[src/rtl/lnk_pdu_pkg.sv]
`timescale 1ns/1ps
package lnk_pdu_pkg;
  localparam int OCT_W = 8;
  localparam int STAT_W = 3;
  localparam logic [2:0] STAT_TAG = 3'b110;
  localparam logic [STAT_W-1:0] STAT_ALL_OFF = 3'b111;

  typedef enum logic {ST_FILL, ST_SEND} frm_state_e;

  typedef struct packed {
    logic             is_stat;
    logic [OCT_W-1:0] oct;
  } slot_t;

  // status octet: tag in 7:5, SA bit 4, SB bit 3, X bit 2
  function automatic logic [OCT_W-1:0] stat_octet(input logic [STAT_W-1:0] s);
    return {STAT_TAG, s, 2'b00};
  endfunction
endpackage

[src/rtl/lnk_stat_fifo.sv]
`timescale 1ns/1ps
module lnk_stat_fifo #(
  parameter int WIDTH = 3,
  parameter int DEPTH = 4
) (
  input  logic             clk,
  input  logic             rst_n,
  input  logic             clear,
  input  logic             push,
  input  logic [WIDTH-1:0] din,
  input  logic             pop,
  output logic [WIDTH-1:0] dout,
  output logic             empty
);
  localparam int PTR_W = (DEPTH > 1) ? $clog2(DEPTH) : 1;
  localparam int CNT_W = $clog2(DEPTH + 1);

  logic [WIDTH-1:0] mem [DEPTH];
  logic [PTR_W-1:0] wr_ptr, rd_ptr;
  logic [CNT_W-1:0] cnt;
  logic             full, do_push, do_pop;

  assign full    = (cnt == CNT_W'(DEPTH));
  assign empty   = (cnt == '0);
  assign do_push = push && !full;
  assign do_pop  = pop && !empty;
  assign dout    = mem[rd_ptr];

  function automatic logic [PTR_W-1:0] ptr_next(input logic [PTR_W-1:0] p);
    return (p == PTR_W'(DEPTH - 1)) ? '0 : p + PTR_W'(1);
  endfunction

  always_ff @(posedge clk or negedge rst_n) begin
    if (!rst_n) begin
      wr_ptr <= '0;
      rd_ptr <= '0;
      cnt    <= '0;
    end else if (clear) begin
      wr_ptr <= '0;
      rd_ptr <= '0;
      cnt    <= '0;
    end else begin
      if (do_push) wr_ptr <= ptr_next(wr_ptr);
      if (do_pop)  rd_ptr <= ptr_next(rd_ptr);
      cnt <= cnt + CNT_W'(do_push) - CNT_W'(do_pop);
    end
  end

  always_ff @(posedge clk) begin
    if (do_push && !clear) mem[wr_ptr] <= din;
  end

  // every status event must fit; a dropped one would break the ordered pair
  stq_no_overflow_chk: assert property (@(posedge clk) disable iff (!rst_n)
    (push && !clear) |-> (!full || pop));
endmodule

[src/rtl/lnk_stat_track.sv]
`timescale 1ns/1ps
module lnk_stat_track
  import lnk_pdu_pkg::*;
#(
  parameter int DEPTH = 4
) (
  input  logic              clk,
  input  logic              rst_n,
  input  logic [STAT_W-1:0] stat_in,
  input  logic              hold,
  input  logic              pop,
  output logic              ev_valid,
  output logic [STAT_W-1:0] ev_stat,
  output logic              chg,
  output logic [STAT_W-1:0] cur_stat
);
  logic [STAT_W-1:0] stat_last;
  logic              q_empty;

  always_ff @(posedge clk or negedge rst_n) begin
    if (!rst_n) stat_last <= STAT_ALL_OFF;
    else        stat_last <= stat_in;
  end

  assign chg      = (stat_in != stat_last);
  assign cur_stat = stat_in;
  assign ev_valid = !q_empty;

  lnk_stat_fifo #(.WIDTH(STAT_W), .DEPTH(DEPTH)) ev_q_i (
    .clk   (clk),
    .rst_n (rst_n),
    .clear (hold),
    .push  (chg && !hold),
    .din   (stat_in),
    .pop   (pop),
    .dout  (ev_stat),
    .empty (q_empty)
  );


  chg_capture_chk: assert property (@(posedge clk) disable iff (!rst_n)
    (chg && !hold) |=> ev_valid);
endmodule

[src/rtl/lnk_frame_core.sv]
`timescale 1ns/1ps
module lnk_frame_core
  import lnk_pdu_pkg::*;
#(
  parameter int CAP = 30
) (
  input  logic              clk,
  input  logic              rst_n,
  input  logic              in_valid,
  input  logic [OCT_W-1:0]  in_data,
  output logic              in_ready,
  input  logic              ev_valid,
  input  logic [STAT_W-1:0] ev_stat,
  output logic              ev_pop,
  input  logic [STAT_W-1:0] cur_stat,
  input  logic              chg,
  output logic              init_wr,
  input  logic              link_ready,
  input  logic              link_start,
  output logic              out_valid,
  input  logic              out_ready,
  output logic [OCT_W-1:0]  out_data,
  output logic              out_stat,
  output logic              out_sop,
  output logic              out_eop
);
  localparam int LEN_W = $clog2(CAP + 1);
  localparam int IDX_W = (CAP > 1) ? $clog2(CAP) : 1;

  frm_state_e       state;
  logic [LEN_W-1:0] len;
  logic [IDX_W-1:0] rd;
  logic             init_pend;
  slot_t            mem [CAP];

  logic fill, is_full, early, last_slot, close_stat, blocked;
  logic char_wr, go_send, last_beat, wr_en;
  logic [IDX_W-1:0] wr_idx;
  slot_t            wr_slot, rd_slot;

  always_comb begin
    fill       = (state == ST_FILL);
    is_full    = (len == LEN_W'(CAP));
    early      = link_ready && (len != '0);
    last_slot  = (len == LEN_W'(CAP - 1));
    close_stat = ev_valid && last_slot;
    blocked    = init_pend || is_full || early;
    init_wr    = fill && init_pend;
    ev_pop     = fill && !blocked && ev_valid && !last_slot;
    in_ready   = fill && !blocked && !ev_valid && !chg;
    char_wr    = in_valid && in_ready;
    go_send    = fill && !init_pend && (is_full || early || close_stat);
    wr_en      = init_wr || ev_pop || char_wr;
    wr_idx     = init_wr ? '0 : IDX_W'(len);
    if (init_wr)     wr_slot = '{is_stat: 1'b1, oct: stat_octet(cur_stat)};
    else if (ev_pop) wr_slot = '{is_stat: 1'b1, oct: stat_octet(ev_stat)};
    else             wr_slot = '{is_stat: 1'b0, oct: in_data};
  end

  always_ff @(posedge clk) begin
    if (wr_en) mem[wr_idx] <= wr_slot;
  end

  assign rd_slot   = mem[rd];
  assign last_beat = ((LEN_W'(rd) + LEN_W'(1)) == len);
  assign out_valid = (state == ST_SEND);
  assign out_data  = rd_slot.oct;
  assign out_stat  = rd_slot.is_stat;
  assign out_sop   = (rd == '0);
  assign out_eop   = last_beat;

  always_ff @(posedge clk or negedge rst_n) begin
    if (!rst_n) begin
      state     <= ST_FILL;
      len       <= '0;
      rd        <= '0;
      init_pend <= 1'b0;
    end else begin
      if (init_wr)    init_pend <= 1'b0;
      if (link_start) init_pend <= 1'b1;
      case (state)
        ST_FILL: begin
          if (init_wr) begin
            len   <= LEN_W'(1);
            rd    <= '0;
            state <= ST_SEND;
          end else if (go_send) begin
            rd    <= '0;
            state <= ST_SEND;
          end else if (ev_pop || char_wr) begin
            len <= len + LEN_W'(1);
          end
        end
        ST_SEND: begin
          if (out_ready) begin
            if (last_beat) begin
              state <= ST_FILL;
              len   <= '0;
              rd    <= '0;
            end else begin
              rd <= rd + IDX_W'(1);
            end
          end
        end
        default: state <= ST_FILL;
      endcase
    end
  end


  out_hold_chk: assert property (@(posedge clk) disable iff (!rst_n)
    (out_valid && !out_ready) |=> (out_valid && $stable(out_data) &&
                                   $stable(out_stat) && $stable(out_eop)));

  no_take_while_send_chk: assert property (@(posedge clk) disable iff (!rst_n)
    out_valid |-> !in_ready);

  len_cap_chk: assert property (@(posedge clk) disable iff (!rst_n)
    len <= LEN_W'(CAP));

  chg_block_chk: assert property (@(posedge clk) disable iff (!rst_n)
    chg |-> !in_ready);

  init_pdu_chk: assert property (@(posedge clk) disable iff (!rst_n)
    init_wr |=> (out_valid && out_sop && out_eop && out_stat));
endmodule

[src/rtl/lnk_pdu_packer.sv]
`timescale 1ns/1ps
module lnk_pdu_packer
  import lnk_pdu_pkg::*;
#(
  parameter int PDU_CAP   = 30,
  parameter int STQ_DEPTH = 4
) (
  input  logic       clk,
  input  logic       rst_n,
  input  logic       in_valid,
  output logic       in_ready,
  input  logic [7:0] in_data,
  input  logic       stat_sa,
  input  logic       stat_sb,
  input  logic       stat_x,
  input  logic       link_ready,
  input  logic       link_start,
  output logic       out_valid,
  input  logic       out_ready,
  output logic [7:0] out_data,
  output logic       out_stat,
  output logic       out_sop,
  output logic       out_eop
);
  logic              ev_valid, ev_pop, chg, init_wr;
  logic [STAT_W-1:0] ev_stat, cur_stat;

  lnk_stat_track #(.DEPTH(STQ_DEPTH)) track_i (
    .clk      (clk),
    .rst_n    (rst_n),
    .stat_in  ({stat_sa, stat_sb, stat_x}),
    .hold     (init_wr),
    .pop      (ev_pop),
    .ev_valid (ev_valid),
    .ev_stat  (ev_stat),
    .chg      (chg),
    .cur_stat (cur_stat)
  );

  lnk_frame_core #(.CAP(PDU_CAP)) core_i (
    .clk        (clk),
    .rst_n      (rst_n),
    .in_valid   (in_valid),
    .in_data    (in_data),
    .in_ready   (in_ready),
    .ev_valid   (ev_valid),
    .ev_stat    (ev_stat),
    .ev_pop     (ev_pop),
    .cur_stat   (cur_stat),
    .chg        (chg),
    .init_wr    (init_wr),
    .link_ready (link_ready),
    .link_start (link_start),
    .out_valid  (out_valid),
    .out_ready  (out_ready),
    .out_data   (out_data),
    .out_stat   (out_stat),
    .out_sop    (out_sop),
    .out_eop    (out_eop)
  );
endmodule

[config.mk]
export PLATFORM = sky130hd
export DESIGN_NAME = lnk_pdu_packer
export DESIGN_NICKNAME = d
export VERILOG_FILES = /design/src/rtl/lnk_pdu_pkg.sv /design/src/rtl/lnk_stat_fifo.sv /design/src/rtl/lnk_stat_track.sv /design/src/rtl/lnk_frame_core.sv /design/src/rtl/lnk_pdu_packer.sv
export SDC_FILE = /design/constraint.sdc
export NUM_CORES = 1
export LEC_CHECK = 0
export ABC_AREA = 1
export CORE_MARGIN = 5
export CORE_UTILIZATION = 52
export DETAILED_ROUTE_END_ITERATION = 8
export DONT_BUFFER_PORTS = 1
export PLACE_DENSITY = 0.7
export SLEW_MARGIN = 20
export SYNTH_ARGS = -nofsm -noshare
export SYNTH_HDL_FRONTEND = slang
export SYNTH_HIERARCHICAL = 1
export SYNTH_SLANG_ARGS = --single-unit
[constraint.sdc]
create_clock -name clk -period 2.52 [get_ports clk]
set_input_delay 0.126 -clock clk [delete_from_list [all_inputs] [get_ports clk]]
set_output_delay 0.126 -clock clk [all_outputs]
set_load 0.02 [all_outputs]
Yosys cells after proc, flatten, opt, wreduce, memory -nomap -nowiden:

Memory sizes are Yosys's and may differ from the RTL's.
Cells that the tools add are included.

* bits in writable memories: 282
* memory bits (read-only): 0
* output and inout port bits: 13
* memories kept: 2
* register bits after elaboration: 22
* input port bits: 17
* logic and storage cells: 98
* latch bits: 0

Memories
* core_i.mem: depth 30, width 9, read ports 1, clocked after Yosys merged registers in 0, write ports 1, line lnk_frame_core.sv:34 `slot_t mem [CAP];`
* track_i.ev_q_i.mem: depth 4, width 3, read ports 1, clocked after Yosys merged registers in 0, write ports 1, line lnk_stat_fifo.sv:18 `logic [WIDTH-1:0] mem [DEPTH];`

* order comparisons: 0
* $add $sub $neg: 6
* equality and inequality tests: 12
* bitwise operators: 1
* shifts and indexed selects: 0
* mux-type cells: 32
* reductions and logical operators: 37
* multipliers: 0
* div/mod/pow operators: 0

Operator list (number)
* $mux 5: 10
* $pmux 5 s2: 2
* $mux 9: 2
* $logic_and 1x1->1: 15
* $mux 2: 6
* $add 5x1->5 const B: 2
* $eq 5x5->1 const B: 2
* $mux 1: 10
* $ne 3x3->1 const B: 3
* $logic_not 1->1: 7
* $logic_or 1x1->1: 7
* $reduce_bool 2->1: 3
* $eq 5x5->1: 1
* $logic_not 5->1: 1
* $reduce_bool 5->1: 1
* $add 2x1->2 const B: 2
* $eq 2x2->1 const B: 2
* $ne 2x2->1 const B: 2
* $reduce_and 4->1: 1
* $add 3x1->3: 1
* $eq 3x3->1 const B: 1
* $logic_not 3->1: 1
* $mux 3: 1
* $ne 3x3->1: 1
* other kinds (4): 4

Logic depth before layout (Yosys ltp):

Gate-level depths: netlist (run 1).

* word-level depth: 13
* gate-level depth with buffers: 20
* depth with buffers taken out: 20

Hierarchy:

The synthesis (run 1) kept the hierarchy.

By module, submodules not included
* lnk_frame_core: instances 1, cells an instance 1042, sequential area each 8408.1 µm², area an instance 11999.0 µm²
* lnk_stat_fifo: instances 1, cells an instance 94, sequential area each 535.5 µm², area an instance 948.4 µm²
* lnk_stat_track: instances 1, cells an instance 22, sequential area each 78.8 µm², area an instance 171.4 µm²

Least setup slack after synthesis (run 1):

No wires, ideal clock.

* path kind: reg2reg
* start: register core_i.len[1]
* end: memory core_i/mem[0][2] in the netlist's numbering, data pin
* setup time: 0.366 ns
* setup slack: -0.110 ns
* data required time: 2.154 ns
* clock period less this slack: 2.630 ns
* buffers on the path: 0
* stages on the path, launching flop included: 13
* arrival time: 2.264 ns
* cells stage by stage: dfrtp_1 -> inv_1 -> ha_1 -> inv_1 -> nor2_1 -> nand2_1 -> nand2_1 -> nand2_2 -> nor2_4 -> nand2_4 -> inv_4 -> a21oi_1 -> a21oi_1

RTL lines
* from (decl): line lnk_frame_core.sv:31 `logic [LEN_W-1:0] len;`
* from (signal assigned): line lnk_frame_core.sv:91 `len <= len + LEN_W'(1);`
* to (decl): line lnk_frame_core.sv:34

Worst setup path after layout (run 1):

* start: register core_i.rd[0]
* end: output out_data[4]

* cells in the longest elaborated chain, start to end: 1

RTL lines
* from (decl): line lnk_frame_core.sv:32 `logic [IDX_W-1:0] rd;`
* from (signal assigned): line lnk_frame_core.sv:101 `rd <= rd + IDX_W'(1);`
* $mem_v2 30x9
* to (decl): line lnk_pdu_packer.sv:20 `output logic [7:0] out_data,`

No other way between the ends.

==> summary.txt, run 1 <==
Routing
  • Vias per inst: 5.93
  • Wire per inst: about 22 um
  • Drt first pass iters: 6
  • Routed WL: 34.6 mm
  • DRC viols: 0
  • Via count: slightly above 9,000
  • Post-route ant nets: 0
  • DRT iter0 DRCs: approximately 1,100

STA
  • Worst slew pin tran: 1.02 ns
  • Clock skew: 0.0185 ns
  • Worst setup margin: -0.00911 ns
  • Fin. max-slew vios: 0
  • Final setup vio count: 1
  • Peak Freq: ~400 MHz
  • Final hold viol count: 0
  • Period Utilization, post-route: 1.00
  • Setup TNS: -0.00911 ns
  • RSZ-0062 raised after global routing: yes
  • Minimum clock period: 2.53 ns
  • Max_slew headroom: 0.313

Setup path
  • Crit. End Element: primary output
  • WP data required: ~2.4 ns
  • R2r startpoint: core_i/len[1]
  • Critical path type: reg -> out
  • CP cell instances: buf_12 > buf_16 > o21ai_0 > nor2_1 > o31ai_1 > nand2_1 > nand2_1 > nand2_2
  • Delay-heaviest family, CP: flip-flops
  • Data arrival, critical path: between 2 and 2.5 ns
  • Buf/Inv on CP: 2
  • CP startpoint kind: flip-flop
  • CP Launch Point: core_i/rd[0]
  • CP max-delay cell: dfrtp_4
  • Worst Path Max Fanout: 46
  • CP dominant cell by count: nand2_1
  • Biggest cell delay along the critical path: 0.57 ns

GRT
  • First-pass GRT wire length: 51.6 mm
  • Initial antenna violation count: 1
  • Largest net degree at the start of global routing: 47
  • Vias in the first global route: 8,871
  • Total congestion overflow: 0
  • Overall routing resource usage: 0.235

Outcome
  • Failing checks: negative setup slack
  • Status: complete, but fails checks

Power
  • Comb pwr share: 0.359
  • PwrDens: 1060 nW/um2
  • VDD IR-drop max: 1590 uV
  • Pint: 10.5 mW
  • Pleak: 5.67 nW
  • Power share of the sequential group: 0.384
  • Sw Pwr: 6.06 mW
  • Clock power share: 0.257
  • Switching share of power: 0.365

Flow run
  • Maxcap violations: 0

Placed design
  • Post-Place Cells: 1,491
  • DP HPWL: around 19 mm
  • IO buf count: 0
  • GPL Wtd Cong: 0.873
  • DP Area: 13,800 um2
  • Place WS: 0.00975 ns

Die
  • Core area: roughly 25,000 um2
  • Row cnt: a little under 60
  • I/O pin total: 30
  • Initial Util: 0.524
  • Die Wd: 169 um
  • Die area: ~29,000 um2
  • Die height: 169 um

Clocking
  • Root Buffer Master: clkbuf_16
  • Clock latency on the worst-skew pair: around 0.56 ns
  • Htree depth: 1
  • Clock Sinks: ~300
  • Num CTS Buffers: 30
  • CTS tree: built
  • Worst-path clk slew: 0.06 ns
  • Max clock buf depth: 3

Yosys
  • Netlist Area Pre-Place: around 13,000 um2
  • Distinct cells, synth: 40
  • Post-Syn Nets: around 1,200
  • Seq/Total Area, Yosys: 0.688
  • Synth warnings: 6
  • Seq cells post-synth: 304
  • Syn Area/Cell: between 10 and 15 um2
  • Post-synthesis instance total: 1,158

Layout
  • Post-Route Utilization: 0.622
  • Final instance area: 15,600 um2
  • NumNets Final: between 1,000 and 1,500
  • Final non-filler cell total: 1,573
  • Share of layout cells above drive strength 1: 0.186
  • P&R area growth vs syn: 18.8%
  • Antenna cells: 0

Min path
  • Worst min-delay path startpoint: stat_sa
  • Hold WC Path Type: in -> reg
-- cell families after synthesis --
family                     synth area share
adders and majority gates            0.0139
buffers and inverters                0.0427
AOI/OAI and AO/OA                    0.0826
xor gates and xnor gates           0.000668
DFF                                   0.688
and+or+nand+nor                       0.172
-- flip-flops by register name (all words and copies together) (netlist names) --
name,cells
core_i/mem,270
track_i/ev_q_i/mem,12
core_i/len,5
core_i/rd,5
track_i/ev_q_i/cnt,3
track_i/stat_last,3
track_i/ev_q_i/rd_ptr,2
track_i/ev_q_i/wr_ptr,2
core_i/init_pend,1
core_i/out_valid,1
-- final cells by class --
cell class,instances,area [um2]
clock buffers,41,822
inverters,58,248
flip-flops and latches,304,9030
repair buffers,97,1100
clock inverters,12,119
multi-input cells,731,3850
fillers,1882,9450
well taps,330,413
-- worst reg2reg max path, stage by stage, from the launching register on --
cell and delay, ns:
dfrtp_2 0.42, inv_2 0.09, ha_4 0.13, inv_2 0.03
nor2_2 0.09, nand2_1 0.07, nand2_1 0.08, nand2_2 0.08
nor2_4 0.14, nand2_4 0.07, inv_4 0.06, nand2_4 0.06
inv_4 0.06, ha_4 0.19, inv_4 0.05, ha_4 0.11
inv_2 0.03, fa_2 0.36, a21oi_1 0.16, nor2_1 0.06
-- routing by layer --
| metal | track usage | wire (um) |
|---|---|---|
| met5 | 0 | 7 |
| met4 | 0.0953 | 1160 |
| met3 | 0.0388 | 3270 |
| met2 | 0.376 | 16700 |
| met1 | 0.324 | 13500 |
-- Yosys cell counts (all sizes together) --
cell type  number  area (um2)
dfstp           3        78.8
nor3b           1        7.51
o211ai         22         165
a21oi          21         105
fa              1        20.0
a31oi           1        6.26
o31ai           3        22.5
nand2         211         832
edfxtp        282        8470
o21bai          1        7.51
nor2          188         741
clkbuf         20        76.3
nand3         111         578
or2             3        18.8
o221ai         13         114
and3            1        6.26
o22ai          10        62.6
dfrtp          19         475
nor4            1        6.26
xor2            1        8.76
buf            45         264
inv            58         220
nand4           9        71.3
o21ai         120         601
ha             13         163
-- through the flow --
step	hold WS [ns]	power, mW
6_report	0.0190	16.6
4_1_cts	0.0100	16.2
2_1_floorplan	-0.170	9.61
3_5_place_dp	-0.169	11.3
3_3_place_gp	-0.169	11.2
5_1_grt	0.0503	17.3
-- path summary, 6_finish.rpt --
path / end / slack [ns] / cells after the start
worst max-delay path: out_data[4] / -0.009 / 8
worst min-delay path: track_i/ev_q_i/wr_ptr[1] / 0.02 / 5
worst max register to register: track_i/ev_q_i/cnt[2] / 0.07 / 19
worst min register to register: core_i/init_pend / 0.57 / 2
max in group asynchronous: core_i/len[1] / 2.02 / 2
min in group asynchronous: core_i/rd[3] / 0.09 / 2
-- what timing repair did --
action / in CTS / in global routing
endpoints found under the hold margin: 44 / 22
pin swaps: 4 / 31
setup buffers: 5 / 9
resized for setup: 30 / 96
hold buffers: 8 / 1
setup endpoints to repair: 10 / 50
gates cloned: 5 / 5
-- power by group through the flow --
stage | sequential, mW | combinational, mW | clock (mW)
after detailed placement | 6.45 | 4.88 | 0
after global routing | 6.39 | 6.41 | 4.53
after global placement | 6.45 | 4.76 | 0
final | 6.37 | 5.95 | 4.27
after CTS | 6.35 | 5.50 | 4.31
after floorplan | 6.40 | 3.20 | 0
-- layout by cell type (no fill, tap or decap), types with 6 or more instances in the layout --
cell           instances
o22ai_1                7
nor2_4                10
inv_2                  9
nand3_2                6
nor2_2                18
nand2_2               15
nor2_1               160
edfxtp_1             282
dlygate4sd3_1          8
buf_6                 19
o221ai_1              11
buf_4                 51
o21ai_0              100
dfrtp_1               16
clkbuf_16             33
inv_1                 42
clkbuf_1               8
ha_1                   9
nand2_1              190
a21oi_1               16
o21ai_1               18
nand4_1                8
nand3_1              101
o211ai_1              22
buf_16                 6
buf_12                 9
No activity file was read; power rests on OpenSTA's default activity.
==> run 2, diff against run 1 <==
- ABC_CLOCK_PERIOD_IN_PS: default -> 2520
- CORE_ASPECT_RATIO: default -> 1.4
- CORE_UTILIZATION: 52 -> 57
- PLACE_DENSITY: 0.7 -> 0.75
==> run 2 against run 1 <==
The run still ends with negative setup slack left; routed wire length decreased by 1.8%; global-route usage increased by 1.1 points; clock-buffer cell count decreased by 1; cell area decreased by 1.3%; hold slack improved by 0.024 ns; critical path depth unchanged; sequential power about the same; clock power decreased by 3%; flip-flop and latch count unchanged; total power decreased by 1.0%; worst setup slack got worse by 0.053 ns; maximum frequency decreased by 2.1%.
==> summary.txt, run 2 (same netlist as run 1, synthesis figures left out) <==
Routing
  • Routed WL: 33.9 mm (was 34.6 mm)
  • Wire per inst: 22.0 um (about the same)
  • DRC viols: 0 (unchanged)
  • Post-route ant nets: 0 (unchanged)
  • Via count: 9,367 (was 9,328)
  • DRT iter0 DRCs: 1,142 (was 1,095)
  • Vias per inst: 6.07 (was 5.93)
  • Drt first pass iters: 7 (was 6)

Die
  • Die Wd: 138 um (was 169 um)
  • I/O pin total: 30 (unchanged)
  • Core area: 22,600 um2 (was 25,000 um2)
  • Row cnt: 65 (was 58)
  • Die height: 190 um (was 169 um)
  • Die area: 26,200 um2 (was 28,500 um2)
  • Initial Util: 0.580 (was 0.524)

Layout
  • Largest register FFs: 270 (unchanged)
  • Top reg by flops: core_i/mem (unchanged)
  • Post-Route Utilization: 0.680 (was 0.622)
  • Top Registers: core_i/mem: 270 flops, track_i/ev_q_i/mem: 12 flops (unchanged)
  • P&R area growth vs syn: 17.3% (was 18.8%)
  • Share of layout cells above drive strength 1: 0.174 (was 0.186)
  • Commonest cells after routing, fill and taps aside: edfxtp_1 (282), nand2_1 (190), nor2_1 (173), o21ai_0 (105), nand3_1 (94) (was edfxtp_1 (282), nand2_1 (190), nor2_1 (160), nand3_1 (101), o21ai_0 (100))
  • Final instance area: 15,400 um2 (was 15,600 um2)
  • Commonest non-fill, non-tap cell in the layout: edfxtp_1 (unchanged)
  • Antenna cells: 0 (unchanged)
  • NumNets Final: 1,252 (was 1,253)

STA
  • Final setup vio count: 3 (was 1)
  • Worst slew pin tran: 0.829 ns (was 1.02 ns)
  • Final hold viol count: 0 (unchanged)
  • Max_slew headroom: 0.441 (was 0.313)
  • Peak Freq: 387 MHz (was 395 MHz)
  • RSZ-0062 raised after global routing: yes (unchanged)
  • Clock skew: 0.0156 ns (was 0.0185 ns)
  • Fin Hold WS: 0.0425 ns (was 0.0190 ns)
  • Period Utilization, post-route: 1.02 (was 1.00)
  • Minimum clock period: 2.58 ns (was 2.53 ns)
  • Worst setup margin: -0.0621 ns (was -0.00911 ns)
  • Fin. max-slew vios: 0 (unchanged)

Placed design
  • Place WS: 0.0171 ns (was 0.00975 ns)
  • DP HPWL: 19.8 mm (was 18.9 mm)
  • GPL Wtd Cong: 0.829 (was 0.873)
  • IO buf count: 0 (unchanged)
  • DP Area: 13,900 um2 (was 13,800 um2)

Clocking
  • Htree depth: 1 (unchanged)
  • Root Buffer Master: clkbuf_16 (unchanged)
  • Worst-path clk slew: 0.06 ns (about the same)
  • Clock Sinks: 304 (unchanged)
  • Max clock buf depth: 3 (unchanged)
  • Num CTS Buffers: 28 (was 30)
  • Clock latency on the worst-skew pair: 0.55 ns (was 0.56 ns)
  • CTS tree: built (unchanged)

Setup path
  • CP max-delay cell: dfrtp_4 (unchanged)
  • WP data required: 2.39 ns (about the same)
  • Worst Path Max Fanout: 26 (was 46)
  • CP dominant cell by count: o21ai_0 (was nand2_1)
  • Buf/Inv on CP: 2 (unchanged)
  • Data arrival, critical path: 2.46 ns (was 2.40 ns)
  • CP startpoint kind: flip-flop (unchanged)
  • Delay-heaviest family, CP: flip-flops (unchanged)
  • Critical path type: reg -> out (unchanged)
  • Crit. End Element: primary output (unchanged)
  • CP cell instances: clkinv_8 > bufbuf_16 > o21ai_0 > o22ai_1 > nor2_1 > o21ai_0 > nand2_1 > nand2_4 (was buf_12 > buf_16 > o21ai_0 > nor2_1 > o31ai_1 > nand2_1 > nand2_1 > nand2_2)
  • Biggest cell delay along the critical path: 0.58 ns (was 0.57 ns)

Min path
  • Hold WC Path Type: in -> reg (unchanged)

GRT
  • Vias in the first global route: 9,218 (was 8,871)
  • Initial antenna violation count: 0 (was 1)
  • Overall routing resource usage: 0.246 (was 0.235)
  • Total congestion overflow: 0 (unchanged)
  • Largest net degree at the start of global routing: 60 (was 47)
  • First-pass GRT wire length: 50.5 mm (was 51.6 mm)

Power
  • VDD IR-drop max: 757 uV (was 1590 uV)
  • Pleak: 5.65 nW (was 5.67 nW)
  • PwrDens: 1070 nW/um2 (was 1060 nW/um2)
  • Overall Power: 16.4 mW (was 16.6 mW)

Outcome
  • Failing checks: negative setup slack (unchanged)
  • Status: complete, but fails checks (unchanged)

Flow run
  • Maxcap violations: 0 (unchanged)
==> run 2: cell types whose count changed in the layout (fill, tap and decap cells not counted), moves of 6 or more <==
cell,previous run,this run
nor2_4,10,3
nand3_1,101,94
nor2_1,160,173
nand3_2,6,14
buf_4,51,68
buf_6,19,3
nor2_2,18,12
==> run 2: power breakdown <==
part           leakage [nW]  switching, mW  internal [mW]
combinational          2.40           3.92           1.99
sequential             2.82          0.187           6.18
clock                 0.438           1.77           2.37
total                  5.65           5.87           10.5
==> run 2: metal layers <==
metal,vias up,part of all wire,GRT usage
met5,-,0,0
met3,94,0.078,0.0311
met1,4564,0.36,0.307
met2,510,0.52,0.440
li1,4199,-,-
met4,0,0.038,0.0905
==> run 2: cell type report <==
cell class / instances / area, um2
clock buffer: 40 / 787
timing repair buffer: 98 / 1080
sequential: 304 / 9030
tap: 301 / 377
fill: 1603 / 7230
clock inverter: 12 / 108
inverter: 58 / 235
multi-input combinational: 731 / 3770
==> run 2: worst register-to-register path: stages (launching register included) <==
cell and delay, ns:
dfrtp_2 0.43, inv_2 0.09, ha_4 0.12, inv_1 0.03, nor2_1 0.07, nand2_1 0.07, nand2_1 0.08, nand2_2 0.09
nor2_4 0.15, nand2_4 0.07, inv_4 0.06, nand2_4 0.05, inv_2 0.06, ha_4 0.20, inv_4 0.06, ha_4 0.12
inv_2 0.03, fa_2 0.52, nor2_1 0.04
==> run 2: per-stage QoR <==
stage               TNS (ns)  std cells
finish                -0.102       1544
global route          -0.459       1544
CTS                        0       1531
detailed placement         0       1468
global placement           0       1468
floorplan                  0       1158
==> run 2: timing repair <==
item / in CTS / in global routing
cloned: 3 / 3
setup endpoints to repair: 9 / 12
hold endpoints to repair: 44 / 22
hold buffers: 7 / 1
pin swaps: 2 / 21
setup buffers: 1 / 9
gates resized for setup: 15 / 60
==> run 2: worst paths after layout <==
path,slack [ns],start,cells past startpoint,endpoint
max,-0.06,core_i/rd[0],8,out_data[7]
min,0.04,link_ready,4,core_i/out_valid
max reg2reg,0.06,core_i/len[1],18,track_i/ev_q_i/cnt[1]
min reg2reg,0.57,core_i/init_pend,2,core_i/init_pend
max in group asynchronous,2.02,rst_n,2,core_i/rd[0]
min in group asynchronous,0.11,rst_n,2,core_i/len[0]
